<file path="src/rtl/disp_timing_seq.sv">
module disp_timing_seq #(
  parameter int CW          = 11,
  parameter int PW          = 8,
  parameter int PSW         = 3,
  parameter int SYNC_STAGES = 2
) (
  input  logic           clk,
  input  logic           rst_n,
  input  logic           pix_tick,
  input  logic           on_req,
  input  logic           off_req,
  input  logic [CW-1:0]  hpw_m1,
  input  logic [CW-1:0]  hbp_m1,
  input  logic [CW-1:0]  ppl_m1,
  input  logic [CW-1:0]  hfp_m1,
  input  logic [CW-1:0]  vpw_m1,
  input  logic [CW-1:0]  vbp,
  input  logic [CW-1:0]  rpf_m1,
  input  logic [CW-1:0]  vfp_m1,
  input  logic           hs_pol,
  input  logic           vs_pol,
  input  logic [PW-1:0]  pwm_cval,
  input  logic [PSW-1:0] pwm_ps,
  input  logic           pwm_pol,
  output logic           pclk_en,
  output logic           disp_pwr,
  output logic           clk_sts,
  output logic           sync_sts,
  output logic           disp_sts,
  output logic           pwm_sts,
  output logic           hsync,
  output logic           vsync,
  output logic           de,
  output logic [CW-1:0]  x_pos,
  output logic [CW-1:0]  y_pos,
  output logic           bl_pwm
);

  localparam int TW  = CW + 2;
  localparam int PRW = (1 << PSW) - 1;

  typedef enum logic [1:0] {S_OFF, S_UP, S_ON, S_DN} seq_t;

  seq_t       state;
  logic [1:0] idx;
  logic [3:0] en;
  logic [3:0] sts;
  logic       sync_on;

  for (genvar i = 0; i < 4; i++) begin : g_stage
    logic [SYNC_STAGES-1:0] sh;
    always_ff @(posedge clk or negedge rst_n)
      if (!rst_n) sh <= '0;
      else        sh <= {sh[SYNC_STAGES-2:0], en[i]};
    assign sts[i] = sh[SYNC_STAGES-1];
  end

  always_ff @(posedge clk or negedge rst_n) begin
    if (!rst_n) begin
      state <= S_OFF;
      idx   <= '0;
      en    <= '0;
    end else begin
      case (state)
        S_OFF: if (on_req) begin
          en[0] <= 1'b1;
          idx   <= 2'd0;
          state <= S_UP;
        end
        S_UP: if (sts[idx]) begin
          if (idx == 2'd3) state <= S_ON;
          else begin
            en[idx + 2'd1] <= 1'b1;
            idx            <= idx + 2'd1;
          end
        end
        S_ON: if (off_req) begin
          en[3] <= 1'b0;
          idx   <= 2'd3;
          state <= S_DN;
        end
        default: if (!sts[idx]) begin
          if (idx == 2'd0) state <= S_OFF;
          else begin
            en[idx - 2'd1] <= 1'b0;
            idx            <= idx - 2'd1;
          end
        end
      endcase
    end
  end

  assign pclk_en  = en[0];
  assign sync_on  = en[1];
  assign disp_pwr = en[2];
  assign clk_sts  = sts[0];
  assign sync_sts = sts[1];
  assign disp_sts = sts[2];
  assign pwm_sts  = sts[3];

  logic [TW-1:0] h_bp0, h_act0, h_fp0, h_last;
  logic [TW-1:0] v_bp0, v_act0, v_fp0, v_last;
  assign h_bp0  = TW'(hpw_m1) + TW'(1);
  assign h_act0 = h_bp0 + TW'(hbp_m1) + TW'(1);
  assign h_fp0  = h_act0 + TW'(ppl_m1) + TW'(1);
  assign h_last = h_fp0 + TW'(hfp_m1);
  assign v_bp0  = TW'(vpw_m1) + TW'(1);
  assign v_act0 = v_bp0 + TW'(vbp);
  assign v_fp0  = v_act0 + TW'(rpf_m1) + TW'(1);
  assign v_last = v_fp0 + TW'(vfp_m1);

  logic [TW-1:0] hc, vc;
  always_ff @(posedge clk or negedge rst_n) begin
    if (!rst_n) begin
      hc <= '0;
      vc <= '0;
    end else if (!sync_on) begin
      hc <= '0;
      vc <= '0;
    end else if (pix_tick) begin
      if (hc == h_last) begin
        hc <= '0;
        vc <= (vc == v_last) ? '0 : vc + TW'(1);
      end else begin
        hc <= hc + TW'(1);
      end
    end
  end

  logic h_act, v_act;
  logic [TW-1:0] xd, yd;
  assign h_act = (hc >= h_act0) && (hc < h_fp0);
  assign v_act = (vc >= v_act0) && (vc < v_fp0);
  assign de    = sync_on && h_act && v_act;
  assign hsync = (sync_on && hc < h_bp0) ? hs_pol : ~hs_pol;
  assign vsync = (sync_on && vc < v_bp0) ? vs_pol : ~vs_pol;
  assign xd    = hc - h_act0;
  assign yd    = vc - v_act0;
  assign x_pos = de ? xd[CW-1:0] : '0;
  assign y_pos = de ? yd[CW-1:0] : '0;

  logic [PRW-1:0] pre, pmask;
  logic [PW-1:0]  pcnt;
  logic           pstep;
  assign pmask = (PRW'(1) << pwm_ps) - PRW'(1);
  assign pstep = (pre & pmask) == pmask;

  always_ff @(posedge clk or negedge rst_n) begin
    if (!rst_n) begin
      pre  <= '0;
      pcnt <= '0;
    end else if (!en[3]) begin
      pre  <= '0;
      pcnt <= '0;
    end else begin
      pre <= pre + PRW'(1);
      if (pstep) pcnt <= pcnt + PW'(1);
    end
  end

  assign bl_pwm = (en[3] && pcnt < pwm_cval) ? pwm_pol : ~pwm_pol;

endmodule

</file>
<file path="config.mk">
export PLATFORM = sky130hd
export DESIGN_NAME = disp_timing_seq
export DESIGN_NICKNAME = d
export VERILOG_FILES = /design/src/rtl/disp_timing_seq.sv
export SDC_FILE = /design/constraint.sdc
export NUM_CORES = 1
export LEC_CHECK = 0
export BUFFER_PORTS_ARGS = -buffer_cell sky130_fd_sc_hd__buf_2
export CELL_PAD_IN_SITES_DETAIL_PLACEMENT = 1
export CELL_PAD_IN_SITES_GLOBAL_PLACEMENT = 1
export CORE_MARGIN = 2
export CORE_UTILIZATION = 45
export CTS_BUF_LIST = sky130_fd_sc_hd__clkbuf_8
export CTS_CLUSTER_SIZE = 14
export DETAILED_ROUTE_END_ITERATION = 12
export MAX_ROUTING_LAYER = met4
export PLACE_DENSITY = 0.93
export SKIP_CTS_REPAIR_TIMING = 1
export SLEW_MARGIN = 20
export SYNTH_ARGS = -nofsm -noshare
export SYNTH_HDL_FRONTEND = slang
export SYNTH_SLANG_ARGS = --single-unit
</file>
<file path="constraint.sdc">
create_clock -name clk -period 5.9 [get_ports clk]
set_input_delay 0 -clock clk [delete_from_list [all_inputs] [get_ports clk]]
set_output_delay 0 -clock clk [all_outputs]
set_load 0.005 [all_outputs]
</file>
==> metrics, run 1 <==
wire length of the first global-routing pass about 49000 um; Core Footprint between 0.02 and 0.025 sq mm; number of nets produced by synthesis 1461; flip-flop and latch count after synthesis 57; kind of end point of the critical path output port; Peak VDD IR 0.141 mV; nets@finish 1624; Post-synth ARST share 100%; library cells used by synthesis 75; Gate Count Post-Synth 1177; routed wire length 32800 um; global placement routability congestion 0.949; Final HPWL DP 25000 um; clock net sink count 57; wire length per cell 20.3 um; level count of the clock H-tree 3; most used cells in the layout excluding fill and tap cells sky130_fd_sc_hd__ha_1 (166), sky130_fd_sc_hd__inv_1 (145), sky130_fd_sc_hd__buf_2 (138); initial core utilization 46.1%; DIE WIDTH 148 um; maximum number of pins on one net before global-route repair 58; CTS tree done; Worst Setup Slack post-DPL -139 ps; cell depth of the worst hold path 3; power density normalized to cell area 360 mW/mm^2; final core utilization a little over half; kind of critical path in -> out; hold wc startpoint pix_tick; mean instance size in the synthesized netlist 7.97 sq um; minimum setup slack among reg-to-reg paths between 2000 and 2500 ps; most common cell after layout, fill and taps aside sky130_fd_sc_hd__ha_1; post-synthesis instance area 0.00939 sq mm; slowest cell on the critical path sky130_fd_sc_hd__or4_4; final critical delay including setup and external delays 6030 ps; Clock Latency Late Sink 350 ps; maximum fanout along the worst path 8; final worst setup slack -129 ps; failing checks negative setup slack; outcome finished, violations left; worst reg2reg startpoint hc[5]; worst min-delay path category in -> reg; # port buffers around 140; overall global routing resource usage between 20% and 30%; GRT Residual Overflow 0; number of detailed-routing iterations run before antenna repair 5; standby leakage power approximately 0.0055 uW; hold-critical path endpoint hc[5]; via count of the first global-routing pass 10100; maximum clock rate 0.166 GHz; DRC violation count after routing 0; depth of the most critical reg-to-reg path 12; number of failing setup endpoints in the final timing report 18; count of max-cap constraint violations 0; capture point of the worst reg-to-reg path vc[2]; final count of hold timing violations 0; cell at the root of the clock tree sky130_fd_sc_hd__clkbuf_8; post-route fraction of the period consumed by the critical path 102%; antenna violations before repair 0; number of placed cells counting well taps roughly 1600; number of synthesis warnings 0; First DRT Iteration DRCs 512; clock slew seen by the registers of the worst setup and hold paths 80 ps; number of enable flip-flop cells after synthesis 0; portion of the post-synthesis area used by sequential elements 15.2%; total number of vias roughly 9700; height of the die 148 um; count of final max-slew check failures 0; Routed Antenna Nets 0; largest stage delay on the critical path 500 ps; prevailing post-synth register cell sky130_fd_sc_hd__dfrtp_1; full die area 0.0220 sq mm; post-route insts no fill 1616; fraction of layout cells with a size suffix above 1 17.7%; largest clock skew in the final design between 10 and 15 ps; Arr. time, crit path about 6000 ps; clock buffers created by TritonCTS 9; number of top-level design ports about 140; crit path launch type input port; post-synthesis to final-layout area growth 16.8%; Max Root-Sink Buffers 2; site row count 52; worst endpoint required time 5900 ps; slew at the pin with the worst max-slew slack 759 ps; Vias/cell 6.03; Slew Limit Headroom 48.1%
## kinds of logic (layout without fill, tap and decap cells)
group           after synthesis  after routing  synth area share [%]
other cells                   0              1                     0
xor+xnor                    114            114                  11.0
compound gates              301            301                  21.3
simple gates                355            355                  19.9
flops                        57             57                  15.2
fa+ha+maj                   177            177                  24.2
buf+inv                     162            330                  6.97
mux                          11             11                  1.37
## per-layer routing
metal / vias to the layer above / global-route usage, % / part of all wire, %
met5: - / - / 0
met4: 0 / 12.2 / 4.3
met3: 109 / 3.16 / 4.7
met2: 343 / 48.4 / 50
met1: 4762 / 33.2 / 41
li1: 4529 / - / -
## metrics by stage
step	hold slack, ps	setup TNS (ps)	total power [uW]	instance area (sq um)
after global placement	192	0	3130	10500
after global routing	67.4	-6370	4270	11000
final	67.0	-1050	3950	11000
after floorplan	-296	0	2530	9390
after CTS	-182	-998	3780	10700
after detailed placement	200	-1450	3310	10500
## how the worst max path moves through the flow
stage / end / cells past startpoint / slack [ps] / from
after floorplan: x_pos[4] / 27 / 550 / vpw_m1[0]
after global placement: vc[5] / 26 / 50 / vpw_m1[0]
after detailed placement: y_pos[7] / 28 / -140 / vpw_m1[0]
after CTS: y_pos[7] / 28 / -150 / vpw_m1[0]
after global routing: y_pos[4] / 28 / -330 / vpw_m1[0]
final: y_pos[4] / 28 / -130 / vpw_m1[0]
## area by class of cell
class | count | area (sq um)
Tap cell | 270 | 338
Clock buffer | 10 | 138
Sequential cell | 57 | 1430
Inverter | 144 | 541
Antenna cell | 1 | 2.50
Clock inverter | 6 | 82.6
Fill cell | 2574 | 9400
Multi-Input combinational cell | 958 | 7500
Timing Repair Buffer | 170 | 937
## Yosys cell counts (all sizes together), types with 4 or more instances
cell | count | area share [%]
buf | 9 | 0.75
nand2b | 20 | 1.3
nor3 | 49 | 2.7
a21o | 24 | 1.9
ha | 169 | 23
xnor2 | 73 | 7.0
nand4b | 4 | 0.37
clkbuf | 9 | 0.47
mux2i | 8 | 0.85
o2111ai | 6 | 0.56
o211ai | 6 | 0.48
inv | 144 | 5.8
a2111oi | 6 | 0.56
and4 | 6 | 0.57
xor2 | 40 | 3.7
o21a | 31 | 2.5
a211oi | 13 | 1.0
a31oi | 11 | 0.73
and2 | 20 | 1.3
nor2 | 64 | 2.6
o21bai | 6 | 0.48
or2 | 9 | 0.60
nand3 | 38 | 2.1
or4 | 5 | 0.40
nand4 | 19 | 1.3
or3 | 8 | 0.53
fa | 8 | 1.7
dfrtp | 57 | 15
o21ai | 68 | 3.6
a22o | 11 | 1.0
a31o | 11 | 1.0
and3 | 17 | 1.1
a21boi | 10 | 0.80
a21oi | 69 | 3.7
nor2b | 24 | 1.6
o22ai | 6 | 0.47
nand2 | 60 | 2.4
## where the power goes
part           internal (uW)  leakage (uW)  total, uW  switching (uW)
registers                464      0.000761        632             168
clock network            247      0.000117        428             181
logic                   1210       0.00467       2890            1680
total                   1920       0.00554       3950            2020
## critical path: cells and delay by family
kind / cells / cell delay, ps
muxes: 1 / 310
AOI/OAI and AO/OA: 7 / 1490
and+or+nand+nor: 11 / 2480
buffers and inverters: 3 / 510
adders and majority gates: 4 / 860
xor gates and xnor gates: 2 / 390
## flip-flops by register name, indices dropped and copies added (netlist names)
signal,flops
vc,13
en,4
idx,2
state,2
pcnt,8
g_stage.sh,8
hc,13
pre,7
(Power assumes the default switching activity.)
==> run 2: changes to the inputs <==
--- a/config.mk
+++ b/config.mk
@@ -9,12 +9,12 @@
 export CELL_PAD_IN_SITES_DETAIL_PLACEMENT = 1
 export CELL_PAD_IN_SITES_GLOBAL_PLACEMENT = 1
 export CORE_MARGIN = 2
-export CORE_UTILIZATION = 45
+export CORE_UTILIZATION = 30
 export CTS_BUF_LIST = sky130_fd_sc_hd__clkbuf_8
 export CTS_CLUSTER_SIZE = 14
 export DETAILED_ROUTE_END_ITERATION = 12
 export MAX_ROUTING_LAYER = met4
-export PLACE_DENSITY = 0.93
+export PLACE_DENSITY = 0.69
 export SKIP_CTS_REPAIR_TIMING = 1
 export SLEW_MARGIN = 20
 export SYNTH_ARGS = -nofsm -noshare
==> metrics, run 2 (synthesis results as in run 1) <==
net switching power of the design 1840 uW (was 2020 uW); final worst setup slack 236 ps (was -129 ps); initial core utilization 30.6% (was 46.1%); sequential group share of total power 16.8% (was 16.0%); count of max-cap constraint violations 0 (unchanged); antenna violations before repair 1 (was 0); global placement routability congestion 0.896 (was 0.949); # port buffers 138 (unchanged); full die area 0.0327 sq mm (was 0.0220 sq mm); most common cell after layout, fill and taps aside sky130_fd_sc_hd__ha_1 (unchanged); maximum number of pins on one net before global-route repair 58 (unchanged); wire length of the first global-routing pass 47600 um (was 48900 um); Slew Limit Headroom 45.5% (was 48.1%); cell at the root of the clock tree sky130_fd_sc_hd__clkbuf_8 (unchanged); Arr. time, crit path 5660 ps (was 6030 ps); Peak VDD IR 0.119 mV (was 0.141 mV); worst min-delay path category in -> reg (unchanged); post-placement cell area 0.0108 sq mm (was 0.0105 sq mm); number of detailed-routing iterations run before antenna repair 4 (was 5); post-route fraction of the period consumed by the critical path 96.0% (was 102%); Routed Antenna Nets 0 (unchanged); standby leakage power 0.00559 uW (was 0.00554 uW); via count of the first global-routing pass 9496 (was 10100); largest clock skew in the final design 7.57 ps (was 12.3 ps); Worst Setup Slack post-DPL -102 ps (was -139 ps); site row count 64 (was 52); overall global routing resource usage 18.1% (was 28.1%); level count of the clock H-tree 3 (unchanged); worst endpoint required time 5900 ps (about the same); most used cells in the layout excluding fill and tap cells sky130_fd_sc_hd__ha_1 (167), sky130_fd_sc_hd__inv_1 (143), sky130_fd_sc_hd__buf_2 (138) (was sky130_fd_sc_hd__ha_1 (166), sky130_fd_sc_hd__inv_1 (145), sky130_fd_sc_hd__buf_2 (138)); outcome finished clean (was finished, violations left); Final HPWL DP 24200 um (was 25000 um); post-synthesis to final-layout area growth 19.3% (was 16.8%); top flop regs hc x13, vc x13 (unchanged); count of final max-slew check failures 0 (unchanged); clock net sink count 57 (unchanged); combinational share of power 74.0% (was 73.1%); DIE WIDTH 181 um (was 148 um); DRC violation count after routing 0 (unchanged); Vias/cell 5.21 (was 6.03); maximum clock rate 0.177 GHz (was 0.166 GHz); crit path launch type input port (unchanged); Max Root-Sink Buffers 2 (unchanged); power density normalized to cell area 332 mW/mm^2 (was 360 mW/mm^2); maximum fanout along the worst path 15 (was 8); slew at the pin with the worst max-slew slack 797 ps (was 759 ps); Core Footprint 0.0307 sq mm (was 0.0204 sq mm); total number of vias 9172 (was 9743); number of top-level design ports 139 (unchanged); fraction of layout cells with a size suffix above 1 18.7% (was 17.7%); kind of critical path in -> out (unchanged); GRT Residual Overflow 0 (unchanged); number of failing setup endpoints in the final timing report 0 (was 18); final setup TNS 0 ps (was -1050 ps); clock buffers created by TritonCTS 9 (unchanged); nets@finish 1644 (was 1624); kind of end point of the critical path output port (unchanged); clock slew seen by the registers of the worst setup and hold paths 70 ps (was 80 ps); routed wire length 29000 um (was 32800 um); Clock Latency Late Sink 350 ps (about the same); post-route cell area 0.0112 sq mm (was 0.0110 sq mm); wire length per cell 16.5 um (was 20.3 um); internal power 1870 uW (was 1920 uW); height of the die 181 um (was 148 um); final count of hold timing violations 0 (unchanged); final critical delay including setup and external delays 5660 ps (was 6030 ps); First DRT Iteration DRCs 300 (was 512); clock share of power 9.1% (was 10.9%); CTS tree done (unchanged); sw frac 49.6% (was 51.3%)
## run 2: cell count changes in the layout (fill, tap and decap cells not counted), moves of 2 or more
cell                        before  now
sky130_fd_sc_hd__inv_1         145  143
sky130_fd_sc_hd__buf_4          30   49
sky130_fd_sc_hd__xnor2_1        68   70
sky130_fd_sc_hd__xor2_1         35   39
sky130_fd_sc_hd__bufinv_16       2    0
sky130_fd_sc_hd__xor2_2          5    1
sky130_fd_sc_hd__xnor2_2         4    2
sky130_fd_sc_hd__nor3_2          7   12
sky130_fd_sc_hd__nor3_1         39   35
## run 2: per-stage QoR
step                      hold slack, ps  cells  power (uW)  util [%]
after floorplan                     -296   1177        2530         -
after global placement               216   1734        3260      35.1
after detailed placement             224   1734        3320      35.1
after CTS                           -167   1748        3680      35.7
after global routing                28.2   1760        4130      36.5
final                               24.9   1760        3710      36.5
## run 2: area by class of cell
| type | count | area (sq um) |
|---|---|---|
| repair buffers | 190 | 1100 |
| flip-flops and latches | 57 | 1430 |
| fillers | 3790 | 19500 |
| clock inverters | 3 | 17.5 |
| clock buffers | 11 | 151 |
| inverters | 144 | 541 |
| well taps | 396 | 495 |
| diodes | 1 | 2.50 |
| multi-input cells | 958 | 7460 |
## run 2: power groups by stage
stage	Combinational, uW	Clock [uW]	Sequential (uW)
after floorplan	1980	0	556
after global placement	2620	0	633
after detailed placement	2680	0	637
after CTS	2700	356	628
after global routing	3120	369	644
final	2750	339	625
## run 2: worst max-delay path, stage by stage
cell and delay, ps:
sky130_fd_sc_hd__buf_2 140, sky130_fd_sc_hd__ha_4 270, sky130_fd_sc_hd__inv_1 70, sky130_fd_sc_hd__fa_1 430
sky130_fd_sc_hd__nand3b_1 230, sky130_fd_sc_hd__nand2_1 140, sky130_fd_sc_hd__xor2_2 210, sky130_fd_sc_hd__ha_1 330
sky130_fd_sc_hd__a21o_1 200, sky130_fd_sc_hd__a2111oi_0 400, sky130_fd_sc_hd__a21oi_1 160, sky130_fd_sc_hd__a21o_1 200
sky130_fd_sc_hd__a21o_1 200, sky130_fd_sc_hd__xor2_1 270, sky130_fd_sc_hd__buf_4 180, sky130_fd_sc_hd__inv_1 50
sky130_fd_sc_hd__ha_1 300, sky130_fd_sc_hd__a21o_1 190, sky130_fd_sc_hd__a21oi_1 190, sky130_fd_sc_hd__nor2b_1 90
sky130_fd_sc_hd__a2111oi_2 270, sky130_fd_sc_hd__o21ai_1 120, sky130_fd_sc_hd__or4_4 520, sky130_fd_sc_hd__buf_12 180
sky130_fd_sc_hd__nor3_1 200, sky130_fd_sc_hd__buf_2 150
## run 2: routing by layer
metal	track usage, %	share of wire (%)	vias up
li1	-	-	4564
met1	23.2	47	4432
met2	30.7	48	138
met3	1.31	2.4	38
met4	5.06	2.1	0
met5	-	0	-
## run 2: final timing paths
kind	slack (ps)	cells after the start	to	from
setup reg to reg	2690	10	vc[6]	hc[5]
max in group asynchronous	5040	3	en[3]	rst_n
hold reg to reg	350	0	g_stage[1].sh[1]	g_stage[1].sh[0]
min in group asynchronous	340	3	state[0]	rst_n
hold / removal	20	3	hc[3]	pix_tick
setup / recovery	240	26	y_pos[7]	vpw_m1[0]
